### src/rtl/irq_router_pkg.sv
package irq_router_pkg;
    localparam int REG_AW = 5;
    localparam logic [REG_AW-1:0] A_ERRMASK = 5'd0;
    localparam logic [REG_AW-1:0] A_ERRSEL  = 5'd1;
    localparam logic [REG_AW-1:0] A_LTSEL   = 5'd2;
    localparam logic [REG_AW-1:0] A_PMUSET  = 5'd3;
    localparam logic [REG_AW-1:0] A_PMUCLR  = 5'd4;
    localparam logic [REG_AW-1:0] A_TMR     = 5'd8;
    localparam logic [REG_AW-1:0] A_MBX     = 5'd12;
    localparam logic [REG_AW-1:0] A_ISRC    = 5'd16;
    localparam logic [REG_AW-1:0] A_FSRC    = 5'd20;
    // source-word bit positions
    localparam int B_GPU   = 8;
    localparam int B_PMU   = 9;
    localparam int B_QUIET = 10;
    localparam int B_LTMR  = 11;
    localparam int B_BERR  = 30;
endpackage

### src/rtl/irq_pair_route.sv
module irq_pair_route #(
    parameter int W = 4
) (
    input  logic [W-1:0] evt,
    input  logic [W-1:0] irq_en,
    input  logic [W-1:0] fiq_en,
    output logic [W-1:0] irq_hit,
    output logic [W-1:0] fiq_hit
);
    // fast line wins: IRQ only when the FIQ enable is clear
    always_comb begin
        fiq_hit = evt & fiq_en;
        irq_hit = evt & irq_en & ~fiq_en;
    end
endmodule

### src/rtl/irq_target_decode.sv
module irq_target_decode #(
    parameter int NCORE = 4,
    parameter int SEL_W = 3
) (
    input  logic             req,
    input  logic [SEL_W-1:0] sel,
    output logic [NCORE-1:0] to_irq,
    output logic [NCORE-1:0] to_fiq
);
    localparam int IDX_W = SEL_W - 1;

    always_comb begin
        to_irq = '0;
        to_fiq = '0;
        if (req) begin
            if (sel[SEL_W-1]) to_fiq[sel[IDX_W-1:0]] = 1'b1;
            else              to_irq[sel[IDX_W-1:0]] = 1'b1;
        end
    end
endmodule

### src/rtl/irq_router_regs.sv
module irq_router_regs
    import irq_router_pkg::*;
#(
    parameter int NCORE = 4,
    parameter int SEL_W = 3
) (
    input  logic                    clk,
    input  logic                    rst_n,
    input  logic                    wr_en,
    input  logic [REG_AW-1:0]       wr_addr,
    input  logic [7:0]              wr_byte,
    output logic [NCORE-1:0][7:0]   tmr_mask,
    output logic [NCORE-1:0][7:0]   mbx_mask,
    output logic [2*NCORE-1:0]      pmu_word,
    output logic                    err_mask,
    output logic [SEL_W-1:0]        err_sel,
    output logic [SEL_W-1:0]        lt_sel
);
    always_ff @(posedge clk) begin
        if (!rst_n) begin
            tmr_mask <= '0;
            mbx_mask <= '0;
            pmu_word <= '0;
            err_mask <= 1'b0;
            err_sel  <= '0;
            lt_sel   <= '0;
        end else if (wr_en) begin
            case (wr_addr)
                A_ERRMASK: err_mask <= wr_byte[0];
                A_ERRSEL:  err_sel  <= wr_byte[SEL_W-1:0];
                A_LTSEL:   lt_sel   <= wr_byte[SEL_W-1:0];
                A_PMUSET:  pmu_word <= pmu_word | wr_byte[2*NCORE-1:0];
                A_PMUCLR:  pmu_word <= pmu_word & ~wr_byte[2*NCORE-1:0];
                default: ;
            endcase
            for (int c = 0; c < NCORE; c++) begin
                if (wr_addr == A_TMR + REG_AW'(c)) tmr_mask[c] <= wr_byte;
                if (wr_addr == A_MBX + REG_AW'(c)) mbx_mask[c] <= wr_byte;
            end
        end
    end
endmodule

### src/rtl/irq_fanout_router.sv
module irq_fanout_router
    import irq_router_pkg::*;
#(
    parameter int NCORE  = 4,
    parameter int MBOX_W = 4
) (
    input  logic                        clk,
    input  logic                        rst_n,
    input  logic                        wr_en,
    input  logic [4:0]                  wr_addr,
    input  logic [31:0]                 wr_data,
    input  logic [4:0]                  rd_addr,
    output logic [31:0]                 rd_data,
    input  logic [NCORE*4-1:0]          tmr_evt,
    input  logic [NCORE*4*MBOX_W-1:0]   mbox_word,
    input  logic [NCORE-1:0]            pmu_req,
    input  logic                        gpu_req,
    input  logic                        buserr_req,
    input  logic                        quiet_req,
    input  logic                        ltimer_req,
    output logic [NCORE-1:0]            irq,
    output logic [NCORE-1:0]            fiq
);
    localparam int SEL_W = $clog2(2 * NCORE);
    localparam int NMB   = NCORE * 4;

    logic [NCORE-1:0][7:0]  tmr_mask_q;
    logic [NCORE-1:0][7:0]  mbx_mask_q;
    logic [2*NCORE-1:0]     pmu_word_q;
    logic                   err_mask_q;
    logic [SEL_W-1:0]       err_sel_q;
    logic [SEL_W-1:0]       lt_sel_q;
    logic [NMB-1:0]         mb_act;
    logic [NCORE-1:0]       err_irq, err_fiq, lt_irq, lt_fiq;
    logic [NCORE-1:0][31:0] irq_src;
    logic [NCORE-1:0][31:0] fiq_src;
    logic                   unused_wr_hi;

    assign unused_wr_hi = ^wr_data[31:8];

    irq_router_regs #(.NCORE(NCORE), .SEL_W(SEL_W)) u_regs (
        .clk(clk), .rst_n(rst_n), .wr_en(wr_en), .wr_addr(wr_addr),
        .wr_byte(wr_data[7:0]), .tmr_mask(tmr_mask_q), .mbx_mask(mbx_mask_q),
        .pmu_word(pmu_word_q), .err_mask(err_mask_q), .err_sel(err_sel_q),
        .lt_sel(lt_sel_q)
    );

    irq_target_decode #(.NCORE(NCORE), .SEL_W(SEL_W)) u_err_dec (
        .req(buserr_req & ~err_mask_q), .sel(err_sel_q),
        .to_irq(err_irq), .to_fiq(err_fiq)
    );

    irq_target_decode #(.NCORE(NCORE), .SEL_W(SEL_W)) u_lt_dec (
        .req(ltimer_req), .sel(lt_sel_q),
        .to_irq(lt_irq), .to_fiq(lt_fiq)
    );

    for (genvar m = 0; m < NMB; m++) begin : g_mb
        assign mb_act[m] = |mbox_word[m*MBOX_W +: MBOX_W];
    end

    for (genvar c = 0; c < NCORE; c++) begin : g_core
        logic [3:0] tm_i, tm_f, mb_i, mb_f;
        logic       pm_i, pm_f;
        logic       gpu_c, quiet_c;

        assign gpu_c   = (c == 0) ? gpu_req   : 1'b0;
        assign quiet_c = (c == 0) ? quiet_req : 1'b0;

        irq_pair_route #(.W(4)) u_tm (
            .evt(tmr_evt[c*4 +: 4]), .irq_en(tmr_mask_q[c][3:0]),
            .fiq_en(tmr_mask_q[c][7:4]), .irq_hit(tm_i), .fiq_hit(tm_f)
        );
        irq_pair_route #(.W(4)) u_mb (
            .evt(mb_act[c*4 +: 4]), .irq_en(mbx_mask_q[c][3:0]),
            .fiq_en(mbx_mask_q[c][7:4]), .irq_hit(mb_i), .fiq_hit(mb_f)
        );
        irq_pair_route #(.W(1)) u_pm (
            .evt(pmu_req[c]), .irq_en(pmu_word_q[c]),
            .fiq_en(pmu_word_q[NCORE+c]), .irq_hit(pm_i), .fiq_hit(pm_f)
        );

        assign irq_src[c] = {1'b0, err_irq[c], 18'b0, lt_irq[c], quiet_c,
                             pm_i, gpu_c, mb_i, tm_i};
        assign fiq_src[c] = {1'b0, err_fiq[c], 18'b0, lt_fiq[c], 1'b0,
                             pm_f, 1'b0, mb_f, tm_f};
        assign irq[c] = |irq_src[c];
        assign fiq[c] = |fiq_src[c];
    end

    always_comb begin
        rd_data = '0;
        case (rd_addr)
            A_ERRMASK:          rd_data[0]              = err_mask_q;
            A_ERRSEL:           rd_data[SEL_W-1:0]      = err_sel_q;
            A_LTSEL:            rd_data[SEL_W-1:0]      = lt_sel_q;
            A_PMUSET, A_PMUCLR: rd_data[2*NCORE-1:0]    = pmu_word_q;
            default: ;
        endcase
        for (int c = 0; c < NCORE; c++) begin
            if (rd_addr == A_TMR  + 5'(c)) rd_data = {24'b0, tmr_mask_q[c]};
            if (rd_addr == A_MBX  + 5'(c)) rd_data = {24'b0, mbx_mask_q[c]};
            if (rd_addr == A_ISRC + 5'(c)) rd_data = irq_src[c];
            if (rd_addr == A_FSRC + 5'(c)) rd_data = fiq_src[c];
        end
    end
endmodule

### config.mk
export PLATFORM = sky130hd
export DESIGN_NAME = irq_fanout_router
export DESIGN_NICKNAME = d
export VERILOG_FILES = /design/src/rtl/irq_router_pkg.sv /design/src/rtl/irq_pair_route.sv /design/src/rtl/irq_target_decode.sv /design/src/rtl/irq_router_regs.sv /design/src/rtl/irq_fanout_router.sv
export SDC_FILE = /design/constraint.sdc
export NUM_CORES = 1
export LEC_CHECK = 0
export CORE_ASPECT_RATIO = 1.75
export CORE_MARGIN = 5
export CORE_UTILIZATION = 49
export DETAILED_ROUTE_END_ITERATION = 8
export GPL_TIMING_DRIVEN = 0
export PLACE_DENSITY = 0.82
export SLEW_MARGIN = 0
export SYNTH_ARGS = -nofsm -noshare
export SYNTH_HDL_FRONTEND = slang
export SYNTH_SLANG_ARGS = --single-unit
### constraint.sdc
create_clock -name clk -period 3.57 [get_ports clk]
set_clock_uncertainty 0.1 [all_clocks]
set_input_delay 0.714 -clock clk [delete_from_list [all_inputs] [get_ports clk]]
set_output_delay 0.714 -clock clk [all_outputs]
set_load 0.03 [all_outputs]
Word-level counts from Yosys, hierarchy flattened
Cells that the tools add are included.
{"block": "word_totals", "regBits": 79, "input_bits": 133, "out_inout_bits": 40}
{"block": "classes", "magnitude_cmp": 4, "n_eq_ne": 32, "n_mux": 32, "n_bitwise": 53, "n_reduce_logical": 42}
{"operator": "32-bit 2-to-1 mux", "count": 15}
{"operator": "4-bit AND", "count": 24}
{"operator": "5-bit by 4-bit == test with 1-bit output, second input constant", "count": 16}
{"operator": "11-bit OR reduction", "count": 7}
{"operator": "4-bit OR reduction", "count": 16}
{"operator": "5-bit == test, second input constant", "count": 8}
{"operator": "4-bit 2-to-1 mux", "count": 8}
{"operator": "4-bit inverter", "count": 8}
{"operator": "2-bit AND reduction", "count": 12}
{"operator": "5-bit by 2-bit == test with 1-bit output, second input constant", "count": 4}
{"operator": "8-bit case mux with 2 select lines", "count": 1}
{"operator": "1-bit AND", "count": 13}
{"operator": "13-bit OR reduction", "count": 1}
{"operator": "5-bit by 1-bit == test with 1-bit output, second input constant", "count": 2}
{"operator": "5-bit by 3-bit == test with 1-bit output, second input constant", "count": 2}
{"operator": "5-bit logical NOT", "count": 2}
{"operator": "8-bit AND", "count": 1}
{"operator": "8-bit 2-to-1 mux", "count": 1}
{"operator": "8-bit inverter", "count": 1}
{"operator": "8-bit bitwise OR", "count": 1}
{"operator": "2-bit by 3-bit < comparator with 1-bit output, second input constant", "count": 2}
{"operator": "2-bit case mux with 3 select lines", "count": 1}
{"operator": "5-bit 2-to-1 mux", "count": 1}
{"operator": "1-bit inverter", "count": 5}
{"operator": "7 further kinds", "count": 11}

Logic depth before layout (Yosys ltp)
{"block": "logic_depth", "word_depth": 20, "depth_mapped": 9}

Modules after synthesis
Synthesis repeated with hierarchy kept, for this count alone.
{"block": "hier_totals", "cells_unflattened": 752, "hier_area_um2": 6042.0}
{"module": "irq_router_regs", "instances": 1, "cells_per_inst": 291, "area_each_um2": 2932.8}
{"module": "irq_fanout_router", "instances": 1, "cells_per_inst": 373, "area_each_um2": 2332.2}
{"module": "irq_pair_route at g_core[0].u_mb ...", "instances": 8, "cells_per_inst": 8, "area_each_um2": 65.1}
{"module": "irq_target_decode at u_err_dec", "instances": 1, "cells_per_inst": 8, "area_each_um2": 96.3}
{"module": "irq_target_decode at u_lt_dec", "instances": 1, "cells_per_inst": 8, "area_each_um2": 95.1}
{"module": "irq_pair_route at g_core[0].u_pm ...", "instances": 4, "cells_per_inst": 2, "area_each_um2": 16.3}

Worst setup path before layout
No wires, ideal clock.
{"block": "synth_path", "kind": "input to output", "start": "input port rd_addr[3]", "end": "output port rd_data[7]", "t_arrival_ns": 2.962, "setup_slack_ns": -0.206, "cell_stages": 7, "path_cell_list": "or3b_1 -> buf_2 -> nor2_1 -> a22oi_1 -> nand2_1 -> a211oi_1 -> o311ai_0"}
{"block": "synth_between", "elab_chain_cells": 19, "elab_cells_between_ends": 36, "cone_classes": "eq/ne: 18; mux: 17; reduce/logical: 1"}
{"element": "start: declaration", "line": "irq_fanout_router.sv:12", "text": "input logic [4:0] rd_addr,"}
{"element": "5-bit by 2-bit == test with 1-bit output / 5-bit by 3-bit == test with 1-bit output (equally long branches)", "line": "irq_fanout_router.sv:93", "text": "case (rd_addr)"}
{"element": "2-bit OR reduction", "line": "irq_fanout_router.sv:93"}
{"element": "5-bit 2-to-1 mux", "line": "irq_fanout_router.sv:93"}
{"element": "8-bit 2-to-1 mux", "line": "irq_fanout_router.sv:101", "text": "if (rd_addr == A_TMR + 5'(c)) rd_data = {24'b0, tmr_mask_q[c]};"}
{"element": "32-bit 2-to-1 mux", "line": "irq_fanout_router.sv:102", "text": "if (rd_addr == A_MBX + 5'(c)) rd_data = {24'b0, mbx_mask_q[c]};"}
{"element": "32-bit 2-to-1 mux", "line": "irq_fanout_router.sv:103", "text": "if (rd_addr == A_ISRC + 5'(c)) rd_data = irq_src[c];"}
{"element": "32-bit 2-to-1 mux", "line": "irq_fanout_router.sv:104", "text": "if (rd_addr == A_FSRC + 5'(c)) rd_data = fiq_src[c];"}
{"element": "32-bit 2-to-1 mux", "line": "irq_fanout_router.sv:101"}
{"element": "[3 not listed]"}
{"element": "32-bit 2-to-1 mux", "line": "irq_fanout_router.sv:101"}
{"element": "32-bit 2-to-1 mux", "line": "irq_fanout_router.sv:102"}
{"element": "32-bit 2-to-1 mux", "line": "irq_fanout_router.sv:103"}
{"element": "32-bit 2-to-1 mux", "line": "irq_fanout_router.sv:104"}
{"element": "32-bit 2-to-1 mux", "line": "irq_fanout_router.sv:101"}
{"element": "32-bit 2-to-1 mux", "line": "irq_fanout_router.sv:102"}
{"element": "32-bit 2-to-1 mux", "line": "irq_fanout_router.sv:103"}
{"element": "32-bit 2-to-1 mux *", "line": "irq_fanout_router.sv:104"}
{"element": "end: declaration", "line": "irq_fanout_router.sv:13", "text": "output logic [31:0] rd_data,"}
Every way passes the cells marked *; elsewhere a longest branch is shown, timed or not.

Worst setup path in the final report
{"block": "layout_path", "start": "input port rd_addr[4]", "end": "output port rd_data[1]"}
{"block": "layout_between", "elab_chain_cells": 19, "elab_cells_between_ends": 38, "cone_classes": "eq/ne: 20; mux: 17; reduce/logical: 1"}
{"element": "5-bit by 2-bit == test with 1-bit output / 5-bit by 3-bit == test with 1-bit output (equally long branches)", "line": "irq_fanout_router.sv:93"}
{"element": "2-bit OR reduction", "line": "irq_fanout_router.sv:93"}
{"element": "2-bit case mux with 3 select lines", "line": "irq_fanout_router.sv:93"}
{"element": "8-bit 2-to-1 mux", "line": "irq_fanout_router.sv:101"}
{"element": "32-bit 2-to-1 mux", "line": "irq_fanout_router.sv:102"}
{"element": "32-bit 2-to-1 mux", "line": "irq_fanout_router.sv:103"}
{"element": "32-bit 2-to-1 mux", "line": "irq_fanout_router.sv:104"}
{"element": "32-bit 2-to-1 mux", "line": "irq_fanout_router.sv:101"}
{"element": "[3 not listed]"}
{"element": "32-bit 2-to-1 mux", "line": "irq_fanout_router.sv:101"}
{"element": "32-bit 2-to-1 mux", "line": "irq_fanout_router.sv:102"}
{"element": "32-bit 2-to-1 mux", "line": "irq_fanout_router.sv:103"}
{"element": "32-bit 2-to-1 mux", "line": "irq_fanout_router.sv:104"}
{"element": "32-bit 2-to-1 mux", "line": "irq_fanout_router.sv:101"}
{"element": "32-bit 2-to-1 mux", "line": "irq_fanout_router.sv:102"}
{"element": "32-bit 2-to-1 mux", "line": "irq_fanout_router.sv:103"}
{"element": "32-bit 2-to-1 mux *", "line": "irq_fanout_router.sv:104"}
Marks and branches as above.

==> results by group <==
Status
  – Outcome: finished with violations
  – Violated checks: setup timing

CTS
  – # clock sinks: 79
  – H-tree level count: 3
  – Clk slew on worst S/H paths: 70 ps
  – Clock Path Buffers: 2
  – Skew-Pair Late Insertion Delay: 360 ps
  – Hold_buf cts: 0
  – CTS tree: done
  – Number of buffers created by CTS: 9
  – Root buffer cell: clkbuf_16

Routing
  – DR WL/cell: 27.3 um
  – Met3 wire len: 2.88 mm
  – Post-Route M1 WL: 9.66 mm
  – Max Used Layer: met4
  – Post-DRT Antenna Nets: 0
  – DRT iter0 DRCs: 935
  – Final wirelength: 29.8 mm
  – Drc violations: 0
  – First-pass DRT Iterations: 8
  – Met2 Routed Length: 14.0 mm
  – Routed vias: 7,379
  – Vias per cell: 6.76

Worst setup path
  – Worst Path Required: 2760 ps
  – Crit path DAT: 2770 ps
  – Reg2reg end: u_regs.err_sel[0]$_SDFFE_PN0P_
  – Critical path type: input pin to primary output
  – Reg-to-reg setup timing slack: 2420 ps
  – Kind of start point of the critical path: input pin
  – Reg-to-reg startpoint: u_regs.err_sel[0]$_SDFFE_PN0P_
  – Setup crit end kind: primary output
  – Reg2Reg Depth: 3
  – Critical path peak fanout: 6

Yosys
  – Post-synthesis mux area share: 0.135
  – Count leader, synth: nor2_1
  – Area share of the largest cell type after synthesis: 0.269
  – Yosys reg bits: 79
  – Async S/R FF share, synth: 0
  – Top cells by count, synth: 105 x nor2_1, 79 x dfxtp_1, 77 x mux2i_1, 62 x nand2_1, 43 x o21ai_0
  – Synth warn: 0
  – Synth Area per Inst: 7.58 sq um
  – Cell Area, Synth: 5890 sq um
  – Synth Flop Type: dfxtp_1
  – Largest family of logic cells by synthesized area: simple AND/OR/NAND/NOR gates
  – Unique cell type count in the Yosys netlist: 63
  – Number of synthesized flops with an enable pin: 0
  – XOR/XNOR Fraction of Synth Area: 0
  – Area leader, netlist: dfxtp_1
  – Synth Area in Adders: 0
  – Mapped Cells: 777
  – Seq/Total Area, Yosys: 0.269
  – Post-Synth Simple-Gate Area: 0.293
  – Ranking of synthesized cells by area: dfxtp_1 27%, mux2i_1 13%, nor2_1 6.7%, nand2_1 4.0%, o21ai_0 3.7%
  – Synth Area in Compound Gates: 0.234

Finish
  – Post-Layout Cell Count: 1,092
  – Ant. Diodes: 0
  – Layout area overhead: 39.9%
  – Fin area: 8240 sq um
  – Nets@finish: 1,083
  – Fraction of layout cells with a size suffix above 1: 0.170
  – Final core utilization: 0.690

STA
  – Fin Setup TNS: -34.5 ps
  – # setup viols final: 2
  – Fmax: 279 MHz
  – Final hold violations: 0
  – Final worst setup slack: -18.9 ps
  – Max_slew headroom: 0.314
  – WHS: 402 ps
  – Final critical-path required period: 3590 ps
  – Worst-margin pin slew: 1030 ps
  – Final Max Slew Viols: 0
  – Final period util: 1.01

Place
  – PortBufs: 123
  – Hpwl dp: 22.6 mm
  – Pre-CTS setup slack: -1570 ps
  – Post-Place Cell Area: 7370 sq um
  – Post-placement cell count: 1,055
  – Placer Congestion: 1.08

Floorplan
  – Die area: 14,400 sq um
  – Row count: 53
  – Ports: 173
  – Core ar.: 11,900 sq um
  – Initial Util: 0.493
  – Die Wd: 92.9 um
  – Die Ht: 155 um

Power
  – PD cells: 298 nW/um^2
  – Largest vdd supply drop: 0.191 mV
  – Total Power: 2.45 mW
  – Leakage: 3.23 nW

Hold path
  – Hold Startpoint: u_regs.mbx_mask[0]$_SDFFE_PN0P_
  – Hold crit path type: register to register
  – Hold Crit Depth: 2
  – Hold worst-path end: u_regs.mbx_mask[0]$_SDFFE_PN0P_

Global routing
  – First-pass GRT wire length: 43.0 mm
  – Total grt overflow: 0
  – Vias in the first global route: 7,192
  – Global Route Usage Sum: 0.401
  – Largest net degree at the start of global routing: 17
  – Initial antenna violation count: 0

Flow run
  – MaxCap Viol Count: 0
[critical path: stages]
cell and delay (ps):
buf_2 130, buf_6 120, buf_4 160, nand3b_4 130, buf_12 160, nor2_4 200
a22oi_1 140, nor2b_1 270, o22ai_1 160, a21oi_1 230, clkdlybuf4s15_2 340
[per-layer routing]
metal / global-route usage / vias up
met3: 0.0803 / 205
met1: 0.423 / 3384
li1: - / 3211
met5: 0 / -
met4: 0.343 / 0
met2: 0.671 / 579
[worst max-delay path by stage]
stage                     startpoint          to  slack, ps  cells after the start
after floorplan           rd_addr[3]  rd_data[7]        160                      7
after global placement    rd_addr[4]  rd_data[2]      -1600                     10
after detailed placement  rd_addr[4]  rd_data[2]      -1570                     10
after CTS                 rd_addr[1]  rd_data[3]          3                      8
after global routing      rd_addr[0]  rd_data[3]       -0.2                      9
final                     rd_addr[4]  rd_data[1]        -20                     11
[logic make-up (layout without fill, tap and decap cells)]
logic type | after synthesis | in the layout
simple gates | 334 | 334
compound gates | 201 | 201
buf+inv | 83 | 243
mux | 79 | 79
flops | 79 | 79
other cells | 1 | 19
[where the power goes]
group | switching, mW | total [mW] | internal (mW)
logic | 0.313 | 0.546 | 0.232
registers | 0.0102 | 0.898 | 0.888
clock network | 0.447 | 1.01 | 0.560
total | 0.770 | 2.45 | 1.68
[final cells by class]
cell class              count  area (sq um)
inverters                  13          48.8
well taps                 137           171
clock inverters             7          87.6
fillers                  1048          3700
clock buffers               9           225
multi-input cells         633          4290
plain buffers              68           427
flip-flops and latches     79          1580
repair buffers            146          1400
[what timing repair did]
item,in CTS,in global routing
endpoints found under the setup margin,19,15
pin swaps,17,15
setup buffers,15,8
resized for setup,175,30
[layout by cell type (no fill, tap or decap), drive strengths merged, types with 7 or more instances in the layout]
cell type and n:
nand2b 13, o221ai 9, a211oi 15, buf 68, inv 17, dfxtp 79, conb 19, nor2 105
mux2i 77, o21ai 43, nor3 17, a22o 7, nand4 10, a22oi 9, o22ai 8, o211ai 8
clkdlybuf4s50 97, nor4 15, nor2b 25, a31oi 10, nand2 62, and3b 8, a21oi 41, nand3b 18
nand3 20, clkbuf 45, nor3b 14
No activity file was read; power rests on OpenSTA's default activity.
